### config.mk
export PLATFORM = sky130hd
export DESIGN_NAME = i2c_cfg_target
export DESIGN_NICKNAME = d
export VERILOG_FILES = /design/src/rtl/i2c_cfg_pkg.sv /design/src/rtl/i2c_bus_sense.sv /design/src/rtl/i2c_reg_bank.sv /design/src/rtl/i2c_cfg_target.sv
export SDC_FILE = /design/constraint.sdc
export NUM_CORES = 1
export LEC_CHECK = 0
export BUFFER_PORTS_ARGS = -buffer_cell sky130_fd_sc_hd__buf_2
export CORE_MARGIN = 4
export CORE_UTILIZATION = 45
export CTS_BUF_LIST = sky130_fd_sc_hd__clkbuf_2
export CTS_CLUSTER_DIAMETER = 50
export CTS_CLUSTER_SIZE = 25
export DETAILED_ROUTE_END_ITERATION = 10
export PLACE_DENSITY = 0.7
export SYNTH_ARGS = -nofsm -noshare
export SYNTH_HDL_FRONTEND = slang
export SYNTH_SLANG_ARGS = --single-unit
### constraint.sdc
create_clock -name clk -period 4 [get_ports clk]
set_clock_uncertainty 0.05 [all_clocks]
set_input_delay 1.2 -clock clk [delete_from_list [all_inputs] [get_ports clk]]
set_output_delay 1.2 -clock clk [all_outputs]
set_load 0.05 [all_outputs]
### src/rtl/i2c_cfg_pkg.sv
package i2c_cfg_pkg;

    // upper six bits of the device address
    localparam logic [5:0] DEV_PREFIX = 6'b001000;

    typedef enum logic [3:0] {
        ST_IDLE,
        ST_ADDR,
        ST_MAP_RX,
        ST_WR_RX,
        ST_ACK,
        ST_RD_TX,
        ST_RD_ACK,
        ST_RD_NEXT,
        ST_WAIT
    } tgt_state_e;

    // layout of the pointer byte as it arrives on the bus
    typedef struct packed {
        logic       step;
        logic [6:0] idx;
    } ptr_byte_t;

    function automatic logic [7:0] reg_reset_val(input int idx);
        return 8'h80 + 8'(idx);
    endfunction

endpackage

### src/rtl/i2c_bus_sense.sv
module i2c_bus_sense (
    input  logic clk,
    input  logic rst,
    input  logic scl_i,
    input  logic sda_i,
    output logic scl_rise,
    output logic scl_fall,
    output logic scl_steady_hi,
    output logic sda_lvl,
    output logic start_det,
    output logic stop_det
);
    logic [1:0] scl_sync, sda_sync;
    logic       scl_prev, sda_prev;

    always_ff @(posedge clk) begin
        if (rst) begin
            scl_sync <= 2'b11;
            sda_sync <= 2'b11;
            scl_prev <= 1'b1;
            sda_prev <= 1'b1;
        end else begin
            scl_sync <= {scl_sync[0], scl_i};
            sda_sync <= {sda_sync[0], sda_i};
            scl_prev <= scl_sync[1];
            sda_prev <= sda_sync[1];
        end
    end

    assign sda_lvl       = sda_sync[1];
    assign scl_rise      = scl_sync[1] & ~scl_prev;
    assign scl_fall      = ~scl_sync[1] & scl_prev;
    assign scl_steady_hi = scl_sync[1] & scl_prev;
    assign start_det     = scl_steady_hi & sda_prev & ~sda_sync[1];
    assign stop_det      = scl_steady_hi & ~sda_prev & sda_sync[1];

endmodule

### src/rtl/i2c_reg_bank.sv
module i2c_reg_bank
    import i2c_cfg_pkg::*;
#(
    parameter int NUM_REGS = 8,
    localparam int AW = (NUM_REGS > 1) ? $clog2(NUM_REGS) : 1
) (
    input  logic                  clk,
    input  logic                  rst,
    input  logic                  wr_en,
    input  logic [AW-1:0]         wr_idx,
    input  logic [7:0]            wr_data,
    input  logic [AW-1:0]         rd_idx,
    output logic [7:0]            rd_data,
    output logic [NUM_REGS*8-1:0] regs_flat
);
    logic [7:0] bank [NUM_REGS];

    for (genvar g = 0; g < NUM_REGS; g++) begin : g_reg
        always_ff @(posedge clk) begin
            if (rst)
                bank[g] <= reg_reset_val(g);
            else if (wr_en && wr_idx == AW'(g))
                bank[g] <= wr_data;
        end
        assign regs_flat[g*8 +: 8] = bank[g];
    end

    assign rd_data = bank[rd_idx];

endmodule

### src/rtl/i2c_cfg_target.sv
module i2c_cfg_target
    import i2c_cfg_pkg::*;
#(
    parameter int       NUM_REGS  = 8,
    parameter int       PTR_RESET = 1,
    localparam int      AW = (NUM_REGS > 1) ? $clog2(NUM_REGS) : 1
) (
    input  logic                  clk,
    input  logic                  rst,
    input  logic                  scl_i,
    input  logic                  sda_i,
    input  logic                  addr_sel_i,
    output logic                  sda_oe_o,
    output logic [NUM_REGS*8-1:0] cfg_regs_o
);
    logic scl_rise, scl_fall, scl_steady_hi, sda_lvl, start_det, stop_det;

    i2c_bus_sense u_sense (
        .clk           (clk),
        .rst           (rst),
        .scl_i         (scl_i),
        .sda_i         (sda_i),
        .scl_rise      (scl_rise),
        .scl_fall      (scl_fall),
        .scl_steady_hi (scl_steady_hi),
        .sda_lvl       (sda_lvl),
        .start_det     (start_det),
        .stop_det      (stop_det)
    );

    tgt_state_e st, ack_nxt;
    logic [3:0]    bit_cnt;
    logic [7:0]    rx_sh, tx_sh;
    logic          ack_drv, is_read;
    logic          ptr_step;
    logic [AW-1:0] ptr_idx;
    logic [7:0]    rd_data;
    logic [7:0]    rx_byte;
    ptr_byte_t     ptr_in;
    logic          byte_done, wr_en;

    assign rx_byte   = {rx_sh[6:0], sda_lvl};
    assign ptr_in    = ptr_byte_t'(rx_byte);
    assign byte_done = scl_rise && bit_cnt == 4'd7;
    assign wr_en     = (st == ST_WR_RX) && byte_done && !start_det && !stop_det;

    i2c_reg_bank #(.NUM_REGS(NUM_REGS)) u_bank (
        .clk       (clk),
        .rst       (rst),
        .wr_en     (wr_en),
        .wr_idx    (ptr_idx),
        .wr_data   (rx_byte),
        .rd_idx    (ptr_idx),
        .rd_data   (rd_data),
        .regs_flat (cfg_regs_o)
    );

    always_ff @(posedge clk) begin
        if (rst) begin
            st       <= ST_IDLE;
            ack_nxt  <= ST_IDLE;
            bit_cnt  <= '0;
            rx_sh    <= '0;
            tx_sh    <= '0;
            ack_drv  <= 1'b0;
            is_read  <= 1'b0;
            sda_oe_o <= 1'b0;
            ptr_step <= 1'b0;
            ptr_idx  <= AW'(PTR_RESET);
        end else if (start_det) begin
            st       <= ST_ADDR;
            bit_cnt  <= '0;
            ack_drv  <= 1'b0;
            sda_oe_o <= 1'b0;
        end else if (stop_det) begin
            st       <= ST_IDLE;
            sda_oe_o <= 1'b0;
        end else begin
            unique case (st)
                ST_ADDR, ST_MAP_RX, ST_WR_RX: begin
                    if (scl_rise) begin
                        rx_sh   <= rx_byte;
                        bit_cnt <= bit_cnt + 4'd1;
                    end
                    if (byte_done) begin
                        ack_drv <= 1'b0;
                        if (st == ST_ADDR) begin
                            if (rx_byte[7:1] == {DEV_PREFIX, addr_sel_i}) begin
                                is_read <= rx_byte[0];
                                ack_nxt <= rx_byte[0] ? ST_RD_TX : ST_MAP_RX;
                                st      <= ST_ACK;
                            end else begin
                                st <= ST_WAIT;
                            end
                        end else if (st == ST_MAP_RX) begin
                            ptr_step <= ptr_in.step;
                            ptr_idx  <= ptr_in.idx[AW-1:0];
                            ack_nxt  <= ST_WR_RX;
                            st       <= ST_ACK;
                        end else begin
                            if (ptr_step) ptr_idx <= ptr_idx + AW'(1);
                            ack_nxt <= ST_WR_RX;
                            st      <= ST_ACK;
                        end
                    end
                end
                ST_ACK: begin
                    if (scl_fall) begin
                        if (!ack_drv) begin
                            sda_oe_o <= 1'b1;
                            ack_drv  <= 1'b1;
                        end else begin
                            ack_drv <= 1'b0;
                            bit_cnt <= '0;
                            st      <= ack_nxt;
                            if (ack_nxt == ST_RD_TX) begin
                                tx_sh    <= rd_data;
                                sda_oe_o <= ~rd_data[7];
                            end else begin
                                sda_oe_o <= 1'b0;
                            end
                        end
                    end
                end
                ST_RD_TX: begin
                    if (scl_rise) bit_cnt <= bit_cnt + 4'd1;
                    if (scl_fall) begin
                        if (bit_cnt == 4'd8) begin
                            sda_oe_o <= 1'b0;
                            st       <= ST_RD_ACK;
                        end else begin
                            tx_sh    <= {tx_sh[6:0], 1'b0};
                            sda_oe_o <= ~tx_sh[6];
                        end
                    end
                end
                ST_RD_ACK: begin
                    if (scl_rise) begin
                        if (!sda_lvl) begin
                            if (ptr_step) ptr_idx <= ptr_idx + AW'(1);
                            st <= ST_RD_NEXT;
                        end else begin
                            st <= ST_WAIT;
                        end
                    end
                end
                ST_RD_NEXT: begin
                    if (scl_fall) begin
                        tx_sh    <= rd_data;
                        sda_oe_o <= ~rd_data[7];
                        bit_cnt  <= '0;
                        st       <= ST_RD_TX;
                    end
                end
                default: ;
            endcase
        end
    end


    oe_scl_low_chk: assert property (@(posedge clk) disable iff (rst)
        scl_steady_hi |-> $stable(sda_oe_o));


    wait_quiet_chk: assert property (@(posedge clk) disable iff (rst)
        (st == ST_WAIT) |-> (!sda_oe_o && $stable(ptr_idx)));


    first_bit_chk: assert property (@(posedge clk) disable iff (rst)
        ($past(st) != ST_RD_TX && st == ST_RD_TX) |-> (sda_oe_o == !rd_data[7]));


    reset_release_chk: assert property (@(posedge clk)
        rst |=> !sda_oe_o);


    nack_hold_chk: assert property (@(posedge clk) disable iff (rst)
        (st == ST_RD_ACK && scl_rise && sda_lvl && !start_det && !stop_det)
            |=> (st == ST_WAIT && $stable(ptr_idx)));

endmodule

-- After elaboration in Yosys (flattened, before gate mapping)
Memory sizes are Yosys's and may differ from the RTL's. A register that Yosys moved wholly into a read port is not among the register bits.
Cells that the tools add are included.
- magnitude comparators: 0
- multiplexer cells: 82
- bitwise operators: 24
- multiply operators: 0
- shifts and indexed selects: 0
- add/subtract/negate cells: 2
- eq/ne operators: 38
- reduce and logical (&&, ||, !) cells: 35
- divide/modulo/power cells: 0
- operators with widths (cell ; count):
    4-bit two-way mux ; 16
    8-bit two-way mux ; 8
    7-bit two-way mux ; 6
    1-bit two-way mux ; 37
    4-bit != test (second input constant) ; 7
    3-bit two-way mux ; 9
    4-bit by 3-bit == test with 1-bit output (second input constant) ; 6
    2-bit != test (second input constant) ; 11
    7-bit case mux with 3 select lines ; 1
    4-bit case mux with 5 select lines ; 1
    8-bit AND reduction ; 2
    3-bit == test (second input constant) ; 4
    1-bit logical AND ; 12
    4-bit case mux with 3 select lines ; 1
    4-bit AND reduction ; 3
    6-bit AND reduction ; 2
    1-bit inverter ; 9
    9-bit AND reduction ; 1
    4-bit by 2-bit == test with 1-bit output (second input constant) ; 2
    1-bit bitwise OR ; 8
    1-bit bitwise AND ; 7
    7-bit by 5-bit == test with 1-bit output ; 1
    7-bit AND reduction ; 1
    7-bit nonzero test ; 1
    other kinds (19) ; 25
- output and inout port bits: 65
- input port bits: 5
- memories kept: 1
- word-level logic and storage cells: 196
- ROM bits: 0
- latch bits: 0
- bits in writable memories: 64
- register bits: 38
- memories (memory ; words ; width ; rd ports ; clocked after Yosys merged registers in ; wr ports ; RTL line ; RTL):
    u_bank.bank ; 8 ; 8 ; 9 ; 1 ; 8 ; i2c_reg_bank.sv:16 ; logic [7:0] bank [NUM_REGS];

-- Longest topological paths before layout
- depth in word-level cells: 11
- depth in mapped cells: 8
- depth with buffers taken out: 7

-- Modules after synthesis
From an unflattened synthesis, not the netlist that was laid out.
- cells, all modules: 410
- area total of the unflattened synthesis: 5067.4 µm²
- by module, submodules not included (module ; times used ; cells each ; seq. area each (µm²) ; area an instance (µm²)):
    i2c_reg_bank ; 1 ; 188 ; 1921.8 ; 3062.9
    i2c_cfg_target ; 1 ; 205 ; 620.6 ; 1806.7
    i2c_bus_sense ; 1 ; 17 ; 120.1 ; 197.7

-- Least setup slack after synthesis
Ideal clock, no wire load.
- path type: input to register
- start point: input rst
- end point: memory u_bank.bank[3][0], enable pin
- cell stages on the path: 3
- setup time: 326 ps
- arrival time: 1977 ps
- buffers on the path: 2
- setup slack: 1647 ps
- path through: clkbuf_1 clkbuf_1 a21o_1
- RTL lines (element ; RTL line ; RTL):
    from (decl) ; i2c_cfg_target.sv:9 ; input logic rst,
    to (decl) ; i2c_reg_bank.sv:16 ;

==> flow_summary.toml <==
[setup_path]
crit_family = "flip-flops"
crit_path_top_delay_cell = "edfxtp_1"
startpoint_type = "flip-flop"
worstSetupPathType = "reg2out"
cp_cell_sequence = "buf_2"
r2r_slack_ns = 1.46
end_kind = "primary output"
cp.required_ns = 2.75
crit_fanout = 2
worstPathArrival_ns = 1.33
crit_buf_inv = 1
critPathMaxStageDelay_ns = 0.45

[place]
finalWeightedCongestion = 0.8660
place_area_um2 = 5510
hpwl_mm = 8.541
io_buffers = 69

[drt]
wirelength_mm = 12.02
wire_per_inst_um = 19.18
dr.pass1.iters = 5
ant_nets = 0
vias_per_cell = 5.662
route.detailed.drc = 0
first_iter_violations = 212
vias = 3550

[clocking]
postCtsResizedCells = 0
postCtsSetupRepairBufs = 0
numClockSinks = 104
cts_tree = "yes"
insertion_delay_ns = 0.60
ctsHoldBuffers = 0
cts_root_buffer = "clkbuf_2"
numCtsBuffers = 9
cts.htree.levels = 3
cts_buffer_depth = 2
clk_pin_slew_worst_paths_ns = 0.33

[run]
maxCapViolations = 0

[timing]
fin_tns_setup_ns = 0
tightest_slew_ns = 1.132
period_share_pct = 64.47
holdWs_ns = 0.3993
timing.slew.headroom_pct = 24.43
fin_crit_ns = 2.579
final_hold_viol_count = 0
setup_viol = 0
final_max_slew_viol_count = 0
max_freq_ghz = 0.3878
rsz0062_at_grt = "false"

[logic_synthesis]
syn_area_um2 = 5100
ys_async_sr_fraction_pct = 0
post_synth.cell_area_avg_um2 = 11.92
synthFlopType = "edfxtp_1"
yosysMostFrequentCell = "edfxtp_1"
yosys-top-cells-count = "edfxtp_1 (64), and2_1 (48), dfxtp_1 (40)"
ys_ff_latch = 104
synth-edff-count = 64
ys_seq_area_share_pct = 53.39
yosys.area.top_type_share_pct = 37.68
synth_area_leaders = "edfxtp_1 (38%), dfxtp_1 (16%), mux4_2 (7.1%), and2_1 (5.9%), mux2i_1 (4.9%)"
yosys.area.top_type = "edfxtp_1"
syn_inst = 428
syn_nets = 441
ys_warn_count = 0
synth.distinct_cells = 61

[power_and_ir_drop]
powerDensity_nw_per_um2 = 312.1
p_leak_nw = 2.186
total_power_mw = 1.752
ir_drop_mv = 0.1627

[grt]
grt_pass1_vias = 3420
grt_pass1_wl_mm = 18.91
grt_max_degree = 52
antenna_found_initial = 1
grt_overflow = 0
grtUsageTotal_pct = 18.82

[worst_hold_path]
min_path_type = "reg2reg"

[cells_and_area]
nets = 494
area_growth_pct = 10.11
multi_input_area_um2 = 2230
fillCellCount = 975
final_cell_area_um2 = 5615
drive_above_1_share_pct = 24.69
regArea_um2 = 2723

[floorplanning]
die_h_um = 114.5
die_x_um = 114.5
initial_core_util_pct = 46.43
die_area_um2 = 13100
core_um2 = 10980
num_rows = 38
ios = 70

[run_status]
status = "finished, final reports clean"
## through the flow
| stage | utilization [%] | std cells | worst slack [ns] |
|---|---|---|---|
| 2_1_floorplan | - | 428 | 1.647 |
| 3_3_place_gp | 50.17 | 610 | 1.239 |
| 3_5_place_dp | 50.17 | 610 | 1.176 |
| 4_1_cts | 51.11 | 626 | 1.393 |
| 5_1_grt | 51.13 | 627 | 1.247 |
| 6_report | 51.13 | 627 | 1.421 |
## report_power, final
part / total [mW] / leakage [nW] / internal, mW / switching [mW]
Combinational: 0.125 / 1.21 / 0.0288 / 0.0959
Sequential: 1.17 / 0.913 / 1.15 / 0.0120
Clock: 0.462 / 0.0607 / 0.0936 / 0.369
Total: 1.75 / 2.19 / 1.28 / 0.477
## final timing paths
path | endpoint | cells after the start | from
max reg2reg | st[0] | 5 | st[2]
min reg2reg | u_sense.sda_sync[1] | 1 | u_sense.sda_sync[0]
min | u_sense.sda_sync[1] | 1 | u_sense.sda_sync[0]
max | cfg_regs_o[15] | 1 | u_bank.bank[1][7]
## layer usage
metal / routed length (µm) / vias up / global-route usage, %
li1: - / 1675 / -
met1: 5425 / 1760 / 27.74
met2: 5848 / 107 / 29.22
met3: 617 / 8 / 2.431
met4: 132 / 0 / 5.463
met5: 0 / - / 0
## final cells by class
| type | instances | share of cell area (%) |
|---|---|---|
| clock buffer | 10 | 0.8913 |
| tap | 140 | 3.119 |
| sequential | 104 | 48.48 |
| inverter | 8 | 0.5348 |
| multi-input combinational | 288 | 39.71 |
| timing repair buffer | 70 | 6.283 |
| antenna | 1 | 0.04456 |
| clock inverter | 6 | 0.9358 |
## state kept, by name, indices dropped and copies added (netlist names), named ones only
| register | cells |
|---|---|
| u_bank.bank | 64 |
| rx_sh | 7 |
| tx_sh | 7 |
| bit_cnt | 4 |
| st | 4 |
| ack_nxt | 3 |
| ptr_idx | 3 |
| u_sense.scl_sync | 2 |
| u_sense.sda_sync | 2 |
| ack_drv | 1 |
| ptr_step | 1 |
| sda_oe_o | 1 |
| u_sense.scl_prev | 1 |
| u_sense.sda_prev | 1 |
## layout by cell type, fill, tap and decap left out, types with 2 or more instances in the layout
master	instances
a21o_1	6
and4b_1	3
nor4b_2	2
mux2i_1	25
clkinv_4	2
dfxtp_1	40
nor2b_1	5
nand4_1	2
mux4_2	16
nand2_1	7
o31ai_1	2
edfxtp_1	64
nand2b_1	17
buf_2	69
and3_1	7
clkinvlp_4	2
nor3b_1	2
ha_1	8
nor3_1	5
nor4_1	2
a211oi_1	4
xor2_1	2
and3b_1	5
a31o_2	4
nor2_1	39
or2_2	6
nand3b_1	2
o21bai_1	2
clkbuf_2	10
nand4bb_1	2
o21ai_0	6
nand3_1	13
inv_1	8
and2_1	48
a21oi_1	20
## cell families after synthesis
family                   Yosys count  synth area share [%]
AND/OR/NAND/NOR                  176                 20.80
flip-flops                       104                 53.39
AO/OA/AOI/OAI                     61                 8.636
multiplexers                      41                 11.97
buffers and inverters             36                 2.895
adder cells (fa/ha/maj)            8                 1.963
XOR/XNOR                           2                0.3435
Note: power is estimated with default switching activity, not from simulation.
